[src/rtl/ctx_pkg.sv]
package ctx_pkg;
  typedef enum logic [2:0] {
    ST_IDLE,
    ST_PUSH,
    ST_POP,
    ST_PCWAIT,
    ST_FETCH,
    ST_FDRAIN
  } seq_st_t;

  // fixed frame: five bytes
  localparam int FRAME_N = 5;

  // read tags, in pop order; prefetch tags follow the frame
  localparam int TG_CCR = 0;
  localparam int TG_ACC = 1;
  localparam int TG_XL  = 2;
  localparam int TG_PCH = 3;
  localparam int TG_PCL = 4;
  localparam int TG_PF0 = 5;
endpackage

[src/rtl/ctx_sp_reg.sv]
module ctx_sp_reg #(
  parameter int unsigned AW      = 16,
  parameter int unsigned SP_INIT = 'h01FF
) (
  input  logic          clk,
  input  logic          rst,
  input  logic          ld,
  input  logic [AW-1:0] ld_val,
  input  logic          inc,
  input  logic          dec,
  output logic [AW-1:0] sp_q
);
  always_ff @(posedge clk) begin
    if (rst) begin
      sp_q <= AW'(SP_INIT);
    end else if (ld) begin
      sp_q <= ld_val;
    end else if (dec) begin
      sp_q <= sp_q - AW'(1);
    end else if (inc) begin
      sp_q <= sp_q + AW'(1);
    end
  end
endmodule

[src/rtl/ctx_rd_pipe.sv]
module ctx_rd_pipe #(
  parameter int unsigned TW  = 3,
  parameter int unsigned LAT = 1
) (
  input  logic          clk,
  input  logic          rst,
  input  logic          iss_vld,
  input  logic [TW-1:0] iss_tag,
  output logic          cap_vld,
  output logic [TW-1:0] cap_tag
);
  localparam int unsigned NS = LAT + 1;

  logic [NS-1:0] vld_q;
  logic [TW-1:0] tag_q [NS];

  always_ff @(posedge clk) begin
    if (rst) begin
      vld_q <= '0;
      for (int s = 0; s < NS; s++) tag_q[s] <= '0;
    end else begin
      vld_q[0] <= iss_vld;
      tag_q[0] <= iss_tag;
      for (int s = 1; s < NS; s++) begin
        vld_q[s] <= vld_q[s-1];
        tag_q[s] <= tag_q[s-1];
      end
    end
  end

  assign cap_vld = vld_q[NS-1];
  assign cap_tag = tag_q[NS-1];
endmodule

[src/rtl/ctx_pf_buf.sv]
module ctx_pf_buf #(
  parameter int unsigned DW   = 8,
  parameter int unsigned N    = 3,
  parameter int unsigned TW   = 3,
  parameter int unsigned BASE = 5
) (
  input  logic          clk,
  input  logic          rst,
  input  logic          wr_en,
  input  logic [TW-1:0] wr_tag,
  input  logic [DW-1:0] wr_data,
  output logic [N*DW-1:0] buf_flat
);
  generate
    for (genvar i = 0; i < N; i++) begin : g_byte
      logic [DW-1:0] byte_q;
      always_ff @(posedge clk) begin
        if (rst) begin
          byte_q <= '0;
        end else if (wr_en && (wr_tag == TW'(BASE + i))) begin
          byte_q <= wr_data;
        end
      end
      assign buf_flat[i*DW +: DW] = byte_q;
    end
  endgenerate
endmodule

[src/rtl/ctx_stack_seq.sv]
module ctx_stack_seq
  import ctx_pkg::*;
#(
  parameter int unsigned AW      = 16,
  parameter int unsigned DW      = 8,
  parameter int unsigned PF_N    = 3,
  parameter int unsigned RD_LAT  = 1,
  parameter int unsigned SP_INIT = 'h01FF
) (
  input  logic               clk,
  input  logic               rst,
  input  logic               entry_req,
  input  logic               ret_req,
  input  logic               sp_wr_en,
  input  logic [AW-1:0]      sp_wr_data,
  input  logic [AW-1:0]      pc_in,
  input  logic [DW-1:0]      ix_lo_in,
  input  logic [DW-1:0]      acc_in,
  input  logic [DW-1:0]      ccr_in,
  output logic [AW-1:0]      mem_addr,
  output logic [DW-1:0]      mem_wdata,
  output logic               mem_we,
  input  logic [DW-1:0]      mem_rdata,
  output logic [AW-1:0]      pc_out,
  output logic [DW-1:0]      ix_lo_out,
  output logic [DW-1:0]      acc_out,
  output logic [DW-1:0]      ccr_out,
  output logic [PF_N*DW-1:0] pf_buf,
  output logic [AW-1:0]      sp,
  output logic               busy,
  output logic               done
);
  localparam int unsigned TAG_W = $clog2(FRAME_N + PF_N);
  localparam int unsigned IDX_W = $clog2(FRAME_N + 1);
  localparam logic [TAG_W-1:0] PF_LAST = TAG_W'(TG_PF0 + PF_N - 1);

  seq_st_t          st;
  logic [IDX_W-1:0] idx;
  logic [AW-1:0]    snap_pc;
  logic [DW-1:0]    snap_xl, snap_acc, snap_ccr;
  logic [DW-1:0]    push_byte;

  logic             accept_any;
  logic             sp_ld, sp_inc, sp_dec;
  logic             iss_vld, cap_vld, pcl_hit;
  logic [TAG_W-1:0] iss_tag, cap_tag;
  logic             pf_we;

  // stack pointer
  assign accept_any = (st == ST_IDLE) && (entry_req || ret_req);
  assign sp_ld  = (st == ST_IDLE) && !entry_req && !ret_req && sp_wr_en;
  assign sp_dec = (st == ST_PUSH) && (idx != IDX_W'(FRAME_N));
  assign sp_inc = (st == ST_POP)  && (idx != IDX_W'(FRAME_N));

  ctx_sp_reg #(.AW(AW), .SP_INIT(SP_INIT)) u_sp (
    .clk    (clk),
    .rst    (rst),
    .ld     (sp_ld),
    .ld_val (sp_wr_data),
    .inc    (sp_inc),
    .dec    (sp_dec),
    .sp_q   (sp)
  );

  // read tag pipeline aligned to memory latency
  assign pcl_hit = cap_vld && (cap_tag == TAG_W'(TG_PCL));

  always_comb begin
    iss_vld = 1'b0;
    iss_tag = '0;
    unique case (st)
      ST_POP: begin
        iss_vld = (idx != IDX_W'(FRAME_N));
        iss_tag = TAG_W'(idx);
      end
      ST_PCWAIT: begin
        iss_vld = pcl_hit;
        iss_tag = TAG_W'(TG_PF0);
      end
      ST_FETCH: begin
        iss_vld = 1'b1;
        iss_tag = TAG_W'(TG_PF0) + TAG_W'(idx);
      end
      default: ;
    endcase
  end

  ctx_rd_pipe #(.TW(TAG_W), .LAT(RD_LAT)) u_pipe (
    .clk     (clk),
    .rst     (rst),
    .iss_vld (iss_vld),
    .iss_tag (iss_tag),
    .cap_vld (cap_vld),
    .cap_tag (cap_tag)
  );

  // push byte selection: low PC first, condition codes last
  always_comb begin
    unique case (idx)
      IDX_W'(0): push_byte = snap_pc[DW-1:0];
      IDX_W'(1): push_byte = snap_pc[2*DW-1:DW];
      IDX_W'(2): push_byte = snap_xl;
      IDX_W'(3): push_byte = snap_acc;
      default:   push_byte = snap_ccr;
    endcase
  end

  // sequencer
  always_ff @(posedge clk) begin
    if (rst) begin
      st        <= ST_IDLE;
      idx       <= '0;
      mem_we    <= 1'b0;
      mem_addr  <= '0;
      mem_wdata <= '0;
      done      <= 1'b0;
      snap_pc   <= '0;
      snap_xl   <= '0;
      snap_acc  <= '0;
      snap_ccr  <= '0;
    end else begin
      done   <= 1'b0;
      mem_we <= 1'b0;
      unique case (st)
        ST_IDLE: begin
          idx <= '0;
          if (entry_req) begin
            st       <= ST_PUSH;
            snap_pc  <= pc_in;
            snap_xl  <= ix_lo_in;
            snap_acc <= acc_in;
            snap_ccr <= ccr_in;
          end else if (ret_req) begin
            st <= ST_POP;
          end
        end
        ST_PUSH: begin
          if (idx == IDX_W'(FRAME_N)) begin
            st   <= ST_IDLE;
            done <= 1'b1;
          end else begin
            mem_we    <= 1'b1;
            mem_addr  <= sp;
            mem_wdata <= push_byte;
            idx       <= idx + IDX_W'(1);
          end
        end
        ST_POP: begin
          if (idx == IDX_W'(FRAME_N)) begin
            st <= ST_PCWAIT;
          end else begin
            mem_addr <= sp + AW'(1);
            idx      <= idx + IDX_W'(1);
          end
        end
        ST_PCWAIT: begin
          if (pcl_hit) begin
            mem_addr <= {pc_out[AW-1:DW], mem_rdata};
            idx      <= IDX_W'(1);
            st       <= ST_FETCH;
          end
        end
        ST_FETCH: begin
          mem_addr <= mem_addr + AW'(1);
          idx      <= idx + IDX_W'(1);
          if (idx == IDX_W'(PF_N - 1)) st <= ST_FDRAIN;
        end
        ST_FDRAIN: begin
          if (cap_vld && (cap_tag == PF_LAST)) begin
            done <= 1'b1;
            st   <= ST_IDLE;
          end
        end
        default: st <= ST_IDLE;
      endcase
    end
  end

  // restore registers
  always_ff @(posedge clk) begin
    if (rst) begin
      ccr_out   <= '0;
      acc_out   <= '0;
      ix_lo_out <= '0;
      pc_out    <= '0;
    end else if (cap_vld) begin
      if (cap_tag == TAG_W'(TG_CCR)) ccr_out   <= mem_rdata;
      if (cap_tag == TAG_W'(TG_ACC)) acc_out   <= mem_rdata;
      if (cap_tag == TAG_W'(TG_XL))  ix_lo_out <= mem_rdata;
      if (cap_tag == TAG_W'(TG_PCH)) pc_out[AW-1:DW] <= mem_rdata;
      if (cap_tag == TAG_W'(TG_PCL)) pc_out[DW-1:0]  <= mem_rdata;
    end
  end

  assign pf_we = cap_vld && (cap_tag >= TAG_W'(TG_PF0));

  ctx_pf_buf #(.DW(DW), .N(PF_N), .TW(TAG_W), .BASE(TG_PF0)) u_pf (
    .clk      (clk),
    .rst      (rst),
    .wr_en    (pf_we),
    .wr_tag   (cap_tag),
    .wr_data  (mem_rdata),
    .buf_flat (pf_buf)
  );

  assign busy = (st != ST_IDLE);

  logic unused_ok;
  assign unused_ok = accept_any;
endmodule

[config.mk]
export PLATFORM = sky130hd
export DESIGN_NAME = ctx_stack_seq
export DESIGN_NICKNAME = d
export VERILOG_FILES = /design/src/rtl/ctx_pkg.sv /design/src/rtl/ctx_sp_reg.sv /design/src/rtl/ctx_rd_pipe.sv /design/src/rtl/ctx_pf_buf.sv /design/src/rtl/ctx_stack_seq.sv
export SDC_FILE = /design/constraint.sdc
export NUM_CORES = 1
export LEC_CHECK = 0
export CAP_MARGIN = 5
export CELL_PAD_IN_SITES_DETAIL_PLACEMENT = 1
export CELL_PAD_IN_SITES_GLOBAL_PLACEMENT = 1
export CORE_ASPECT_RATIO = 1.2
export CORE_MARGIN = 5
export CORE_UTILIZATION = 37
export CTS_CLUSTER_SIZE = 25
export DETAILED_ROUTE_END_ITERATION = 6
export HOLD_SLACK_MARGIN = 0.1
export PLACE_DENSITY = 0.91
export SLEW_MARGIN = 5
export SYNTH_ARGS = -nofsm -noshare
export SYNTH_HDL_FRONTEND = slang
export SYNTH_SLANG_ARGS = --single-unit
[constraint.sdc]
create_clock -name clk -period 2.2 [get_ports clk]
set_input_delay 0.44 -clock clk [delete_from_list [all_inputs] [get_ports clk]]
set_output_delay 0.44 -clock clk [all_outputs]
set_load 0.02 [all_outputs]
==> results by stage, run 1 <==
Worst setup path:
- Walking the worst path, the cells encountered are buf_4 -> clkdlybuf4s50_1.
- The terminus of the critical flop-to-flop path is u_sp.sp_q[8].
- The startpoint-to-endpoint class of the critical path is reg -> out.
- The register-to-register setup slack is 120 ps.
- The launching element type of the critical path is a register.
- The highest fanout seen on the critical path is 5.
- The critical path data arrival time is 1700 ps.
- The largest delay contributor family on the critical path is buffers and inverters.
- The worst path required time is 1760 ps.
- The critical path buffer and inverter count is 2.
- The worst register-to-register path begins at idx[1].
- Counting cells, the worst reg-to-reg path comes to 7.
- The startpoint of the most critical setup path is u_sp.sp_q[5].
- The element type at the critical path end is an output pin.
- For this run, the slowest stage of the critical path takes 620 ps.
- The standard cell with the maximum stage delay on the critical path is sky130_fd_sc_hd__clkdlybuf4s50_1.

GRT:
- The number of antenna violations at the first check in global routing is 1.
- The first global-routing pass estimated 47000 µm of wire.
- The global-route congestion overflow total is 0.
- The overall fraction of global-route tracks in use is 0.243.
- The maximum number of pins on one net before global-route repair is 77.
- The via count of the first global-routing pass came to 8834.

Detailed routing:
- The per-cell routed wire length is 20.0 µm.
- Wires add up to 29900 µm.
- The detailed router finished its first iteration with 512 violations.
- After detailed routing, the number of remaining DRC violations is 0.
- Using the TritonRoute via totals, the vias-per-cell ratio works out to 5.72.
- The remaining antenna violation count is 0.
- The detailed router placed 8528 vias in this run.
- The first TritonRoute pass finished after 5 iterations.

Synthesis:
- The cell accounting for the most synthesized area is sky130_fd_sc_hd__dfxtp_1.
- Of the post-synthesis cell area, the dominant cell type holds 0.408.
- The synthesized netlist occupies a cell area of 7850 µm².
- After synthesis, the mean cell area works out to 7.59 µm².
- In this run, synthesis inferred 0 flip-flops with an integrated enable.
- The number of synthesis warnings is 0.
- By area the synthesized netlist is led by sky130_fd_sc_hd__dfxtp_1, sky130_fd_sc_hd__nand2_1, sky130_fd_sc_hd__a21oi_1.
- Synthesis inferred 160 register bits.
- Among all flip-flop cells after synthesis, the most frequent one is sky130_fd_sc_hd__dfxtp_1.
- Of all flip-flops after synthesis, the portion carrying an async set or reset was 0.
- The number of standard cells after synthesis is 1035.
- The number of nets produced by synthesis is 1112.
- For this run, the register share of the synthesized area comes to 0.408.
- The number of distinct library cell variants in the gate-level netlist after synthesis is 70.

Job:
- Across the run, the number of max-cap violations was 0.

Timing:
- For this run, the top clock speed supported by timing is 467 MHz.
- The final hold violation count came to 0.
- For the pin with the worst max-slew slack, the measured transition is 645 ps.
- The number of slew-limit violations in the final report came to 0.
- After routing, the total negative slack on setup checks comes to 0 ps.
- The worst path in the final design needs a cycle of 2140 ps, including I/O delays and setup.
- The clock arrives with 12.9 ps of skew.
- The worst-case headroom to the max-slew limit is 0.569.
- Of the available clock period, the critical path in the final layout requires 0.972.
- Setup violations remaining at the end of the flow were counted as 0.

Floorplan:
- The region available for standard cell placement spans 20900 µm².
- The total die area is 24200 µm².
- The number of core rows is 58.
- In this run the count of I/O pins placed on the die edge is 176.
- The initial utilization of the core area, before any placement, comes to 0.376.
- The horizontal die dimension is 143 µm.
- Measured along the y axis, the die boundary spans 170 µm.

CTS:
- The source-to-sink clock delay at the later pin of the worst-skew pair is 430 ps.
- After clock tree synthesis, the repair step resized 4 gates.
- After clock tree synthesis, the clock-pin slew on the worst setup and hold paths is 70 ps.
- The number of H-tree levels is 4.
- The clock root buffer is sky130_fd_sc_hd__clkbuf_16.
- The buffers inserted during post-CTS setup optimization is 0.
- The quantity of hold-fixing buffers added after cts is 0.
- The clock passes through at most 2 buffers.
- The CTS sink count is 160.
- TritonCTS built the clock tree.
- The number of buffers added by the clock tree synthesis step is 17.

Placement:
- The detailed placer's ending HPWL is 21800 µm.
- The post-detailed-placement cell area is 10100 µm².
- The cell count after placement is 1460.
- The placer congestion estimate is 0.922.
- Input and output buffers added on the ports amount to 175.

Cells and area:
- The net count of the finished layout is 1286.
- For this run, the number of standard cells in the final layout without fillers is 1492.
- The count of fill cells added during filler insertion is 2564.
- The number of antenna diodes is 0.
- The layout overhead on the synthesized area is 37.0%.
- Of the cells placed in the final design, the portion with a size suffix greater than 1 is 0.0990.
- Leaving out fill and tap cells, the most frequent cell in the layout is sky130_fd_sc_hd__nand2_1.
- In the layout the commonest cells are sky130_fd_sc_hd__nand2_1, sky130_fd_sc_hd__clkdlybuf4s50_1, sky130_fd_sc_hd__dfxtp_1.
- Once layout is done, the placed cells without fillers occupy 10800 µm².

Power and ir drop:
- In this run the power density over the cells is 992 nW/µm².
- Summed over all cells, the static leakage comes to 3.73 nW.
- The worst-case IR drop observed on VDD is 0.616 mV.

Hold path:
- The source of the worst hold timing path is rst.
- The worst hold path terminates at u_sp.sp_q[15].
- The path type of the worst min-delay path is in -> reg.
- The worst hold path was traced through 2 stages.

Run status:
- The flow ran to the end, and the final reports show no timing, DRC or antenna violations.
power by group:
group / internal (W) / switching, W
Sequential: 0.00321 / 0.000437
Combinational: 0.00153 / 0.00231
Clock: 0.00186 / 0.00133
Total: 0.00660 / 0.00407
Yosys cell counts, drive strengths merged (13+ instances only):
cell	number
nand4	20
inv	15
nor2b	13
o211ai	17
clkbuf	54
nor3	16
o21ai	20
nand2	277
a21oi	154
dfxtp	160
buf	31
a22oi	21
nor2	33
nand3	37
nor4	17
metal layers:
| metal | share of wire | up-vias | routed length (µm) | GRT usage |
|---|---|---|---|---|
| li1 | - | 3980 | - | - |
| met1 | 0.39 | 4169 | 11700 | 0.275 |
| met2 | 0.52 | 272 | 15400 | 0.430 |
| met3 | 0.045 | 105 | 1330 | 0.0474 |
| met4 | 0.048 | 2 | 1440 | 0.124 |
| met5 | 0.00067 | - | 20 | 0 |
state kept, by name (all words and copies together), names as in the netlist, 16 cells and up:
name	cells
pc_out	16
mem_addr	16
snap_pc	16
u_pf.g_byte.byte_q	24
u_sp.sp_q	16
final cells by class:
type | instances | area [µm²] | area share
multi-input cells | 774 | 4240 | 0.394
flip-flops and latches | 160 | 3210 | 0.298
repair buffers | 240 | 2290 | 0.212
clock buffers | 18 | 439 | 0.0408
well taps | 270 | 338 | 0.0314
clock inverters | 14 | 188 | 0.0174
inverters | 16 | 60.1 | 0.00558
how the worst max path moves through the flow:
stage / to / slack [ps] / cells past startpoint
2_1_floorplan: mem_addr[14] / 240 / 6
3_3_place_gp: u_sp.sp_q[9] / 180 / 8
3_5_place_dp: u_sp.sp_q[9] / 110 / 8
4_1_cts: sp[4] / 10 / 2
5_1_grt: u_sp.sp_q[7] / -20 / 7
6_report: sp[5] / 60 / 2
per-stage QoR:
step	utilization	setup slack [ps]	total power (W)	hold WS, ps
2_1_floorplan	-	236	0.00583	414
3_3_place_gp	0.484	182	0.00728	428
3_5_place_dp	0.484	114	0.00742	442
4_1_cts	0.514	14.2	0.0106	408
5_1_grt	0.515	-18.4	0.0111	449
6_report	0.515	60.8	0.0107	414
cell families (layout without fill, tap and decap cells):
family | Yosys count | count (layout) | share of synthesized area
adders and majority gates | 8 | 8 | 0.0127
DFF | 160 | 160 | 0.408
buffers and inverters | 101 | 288 | 0.0532
and+or+nand+nor | 451 | 451 | 0.266
muxes | 13 | 13 | 0.0169
xor gates and xnor gates | 19 | 19 | 0.0212
AOI/OAI and AO/OA | 283 | 283 | 0.222
No activity file was read; power rests on OpenSTA's default activity.
==> inputs of run 2 (changes only) <==
- HOLD_SLACK_MARGIN: 0.1 -> 0.06
- PLACE_DENSITY: 0.91 -> default
- PLACE_DENSITY_LB_ADDON: default -> 0.1
==> run 2 against run 1 <==
Largest cell class unchanged. Critical endpoint is now sp[11]. Cell count grew 0.13%. Sequential share of layout area grew 0.11 points. Clock-buffer cell count is the same. Design area shrank 0.45%. Clock power shrank 11%. Largest power group unchanged.
==> results by stage, run 2 (same netlist as run 1, synthesis figures left out) <==
Detailed routing:
- The overall routed net length is 28900 µm.
- In the routed design, unresolved DRC markers number 0.
- Before antenna repair, the detailed router went through 5 iterations.
- The count of nets left with antenna violations once routing finished came out at 0.
- The detailed router finished its first iteration with 469 violations.
- The per-cell routed wire length is 19.4 µm.
- The detail-routed via count per cell is 5.52.
- The total vias in the final route is 8240.

Worst setup path:
- The depth of the worst register-to-register path is 8.
- The critical path buffer and inverter count is 1.
- The register-to-register setup slack is 130 ps.
- The worst register-to-register path begins at idx[1].
- The highest fanout seen on the critical path is 9.
- The critical path data arrival time is 1720 ps.
- The launching element type of the critical path is a register.
- The critical path goes through clkdlybuf4s50_1.
- The kind of cell with the highest combined delay along the critical path is buffers and inverters.
- In this run the critical register-to-register path is captured at u_sp.sp_q[8].
- The worst stage delay on the critical path is 690 ps.
- The standard cell with the maximum stage delay on the critical path is sky130_fd_sc_hd__clkdlybuf4s50_1.
- The element type at the critical path end is an output pin.
- Data on the critical path is required at its endpoint by 1760 ps.
- The startpoint-to-endpoint class of the critical path is reg -> out.

Floorplan:
- The die is 170 µm tall.
- The die covers 24200 µm².
- Pin placement for this block handled 176 I/O pins.
- The placeable core region is 20900 µm².
- After floorplanning, the core was divided into 58 placement rows.
- The initial standard-cell utilization of the core is 0.376.
- The horizontal die dimension is 143 µm.

Power and ir drop:
- The internal power consumption is 0.00625 W.
- The sequential cell fraction of total power is 0.347.
- The clock share of power is 0.277.
- The power density over cell area is 961 nW/µm².
- The highest ir drop seen on vdd is 0.562 mV.
- The part of the power in combinational logic is 0.377.
- Of the total power, the share spent switching nets is 0.393.
- Summed over all cells, the static leakage comes to 3.71 nW.
- The switching power total is 0.00405 W.

CTS:
- The source-to-sink clock delay at the later pin of the worst-skew pair is 430 ps.
- The clock tree from TritonCTS is yes.
- The clock drives 160 sinks.
- The number of buffers added by the clock tree synthesis step is 17.
- The clock transition at the registers of the reported paths is 70 ps.
- Post-CTS timing repair inserted 0 buffers for setup.
- The clock root buffer is sky130_fd_sc_hd__clkbuf_16.
- The number of hold buffers added after CTS was 0.
- The number of H-tree levels is 4.
- The maximum clock path buffer count is 2.

Placement:
- The detailed placer's ending HPWL is 20900 µm.
- The placer congestion estimate is 0.900.
- Once placement finished, the instance area stood at 10100 µm².
- The total of buffers placed on input and output ports is 175.
- At the placement stage, the worst setup path has a slack of 148 ps.

Timing:
- The total negative slack for setup checks is 0 ps.
- The number of slew-limit violations in the final report is 0.
- Setup violations remaining at the end of the flow were counted as 0.
- Setup repair after global routing left no endpoint under its margin.
- Counting I/O delays and the setup requirement, the final critical path takes 2160 ps.
- Dividing the final minimum period by the clock period gives 0.981.
- Timing would allow up to 463 MHz.
- The final worst clock skew is 8.77 ps.
- Once routing completed, OpenROAD measured the worst setup slack at 41.8 ps.
- The final-layout worst hold slack is 302 ps.
- For the pin with the worst max-slew slack, the measured transition is 620 ps.
- The final hold violation count is 0.
- Measured against its own limit, the worst slew margin works out to 0.585.

GRT:
- The number of antenna violations at the first check in global routing is 0.
- The first-pass GRT wire length is 45800 µm.
- The overall fraction of global-route tracks in use is 0.237.
- The via count of the first global-routing pass was 8615.
- The global-route congestion overflow total is 0.
- Entering global routing, the biggest net connects 110 pins.

Cells and area:
- The final non-filler cell area is 10700 µm².
- The flip-flop count of the largest register after layout is 24.
- The final-stage net count is 1288.
- The final cell utilization of the core is 0.512.
- From synthesis to final layout, the design area changed by 36.4%.
- The library cell used most frequently in the layout, excluding fill and tap cells, is sky130_fd_sc_hd__nand2_1.
- The number of antenna diodes is 0.
- In the final layout, the share of cells above drive strength 1 is 0.0964.
- In the layout the commonest cells are sky130_fd_sc_hd__nand2_1, sky130_fd_sc_hd__clkdlybuf4s50_1, sky130_fd_sc_hd__dfxtp_1.
- The largest register by flop count is u_pf.g_byte.byte_q.

Hold path:
- For hold timing, the worst endpoint is u_sp.sp_q[14].
- In this run the most critical hold path is launched from rst.
- The worst hold path belongs to the class in -> reg.
- Along the worst hold path, the cell count comes to 2.

Run status:
- The flow ran to the end, and the final reports show no timing, DRC or antenna violations.

Job:
- The number of violations of the max-capacitance limit is 0.
## run 2: changes by cell type in the layout (fill, tap and decap cells not counted), moves of 2 or more
| cell | before | now |
|---|---|---|
| sky130_fd_sc_hd__dfxtp_2 | 6 | 4 |
| sky130_fd_sc_hd__clkinv_2 | 0 | 2 |
| sky130_fd_sc_hd__clkinv_4 | 2 | 4 |
| sky130_fd_sc_hd__dfxtp_1 | 154 | 156 |
| sky130_fd_sc_hd__bufinv_16 | 3 | 0 |
| sky130_fd_sc_hd__inv_6 | 7 | 4 |
## run 2: final cells by class
class	instances	area, µm²
clock inverters	14	126
repair buffers	242	2320
multi-input cells	774	4230
well taps	270	338
fillers	2567	10200
flip-flops and latches	160	3210
inverters	16	60.1
clock buffers	18	429
## run 2: stage by stage
step	std cells	power [W]
floorplan	1035	0.00583
global placement	1462	0.00744
detailed placement	1462	0.00748
CTS	1494	0.0104
global route	1494	0.0108
finish	1494	0.0103
## run 2: per-layer routing
metal,vias to the layer above,GRT usage,part of all wire
met2,217,0.421,0.51
met1,3990,0.286,0.43
met5,-,0,0
li1,3980,-,-
met3,53,0.0372,0.041
met4,0,0.0872,0.027
## run 2: power by group through the flow
| stage | Combinational (W) | Clock, W | Sequential, W |
|---|---|---|---|
| after floorplan | 0.00207 | 0 | 0.00376 |
| after global placement | 0.00382 | 0 | 0.00362 |
| after detailed placement | 0.00385 | 0 | 0.00362 |
| after CTS | 0.00389 | 0.00291 | 0.00357 |
| after global routing | 0.00418 | 0.00302 | 0.00362 |
| final | 0.00388 | 0.00285 | 0.00357 |
## run 2: worst max path at each step
stage             startpoint            to  slack [ps]  depth (start not counted)
2_1_floorplan    mem_addr[0]  mem_addr[14]         240                          6
3_3_place_gp         ret_req  u_sp.sp_q[8]         210                          6
3_5_place_dp          idx[1]  u_sp.sp_q[8]         150                          8
4_1_cts        u_sp.sp_q[11]        sp[11]          20                          1
5_1_grt        u_sp.sp_q[11]        sp[11]         0.1                          1
6_report       u_sp.sp_q[11]        sp[11]          40                          1
## run 2: repair_timing
| action | CTS | global route |
|---|---|---|
| endpoints found under the setup margin | 4 | 1 |
| resized for setup | 5 | 1 |
| pin swaps | 0 | 0 |
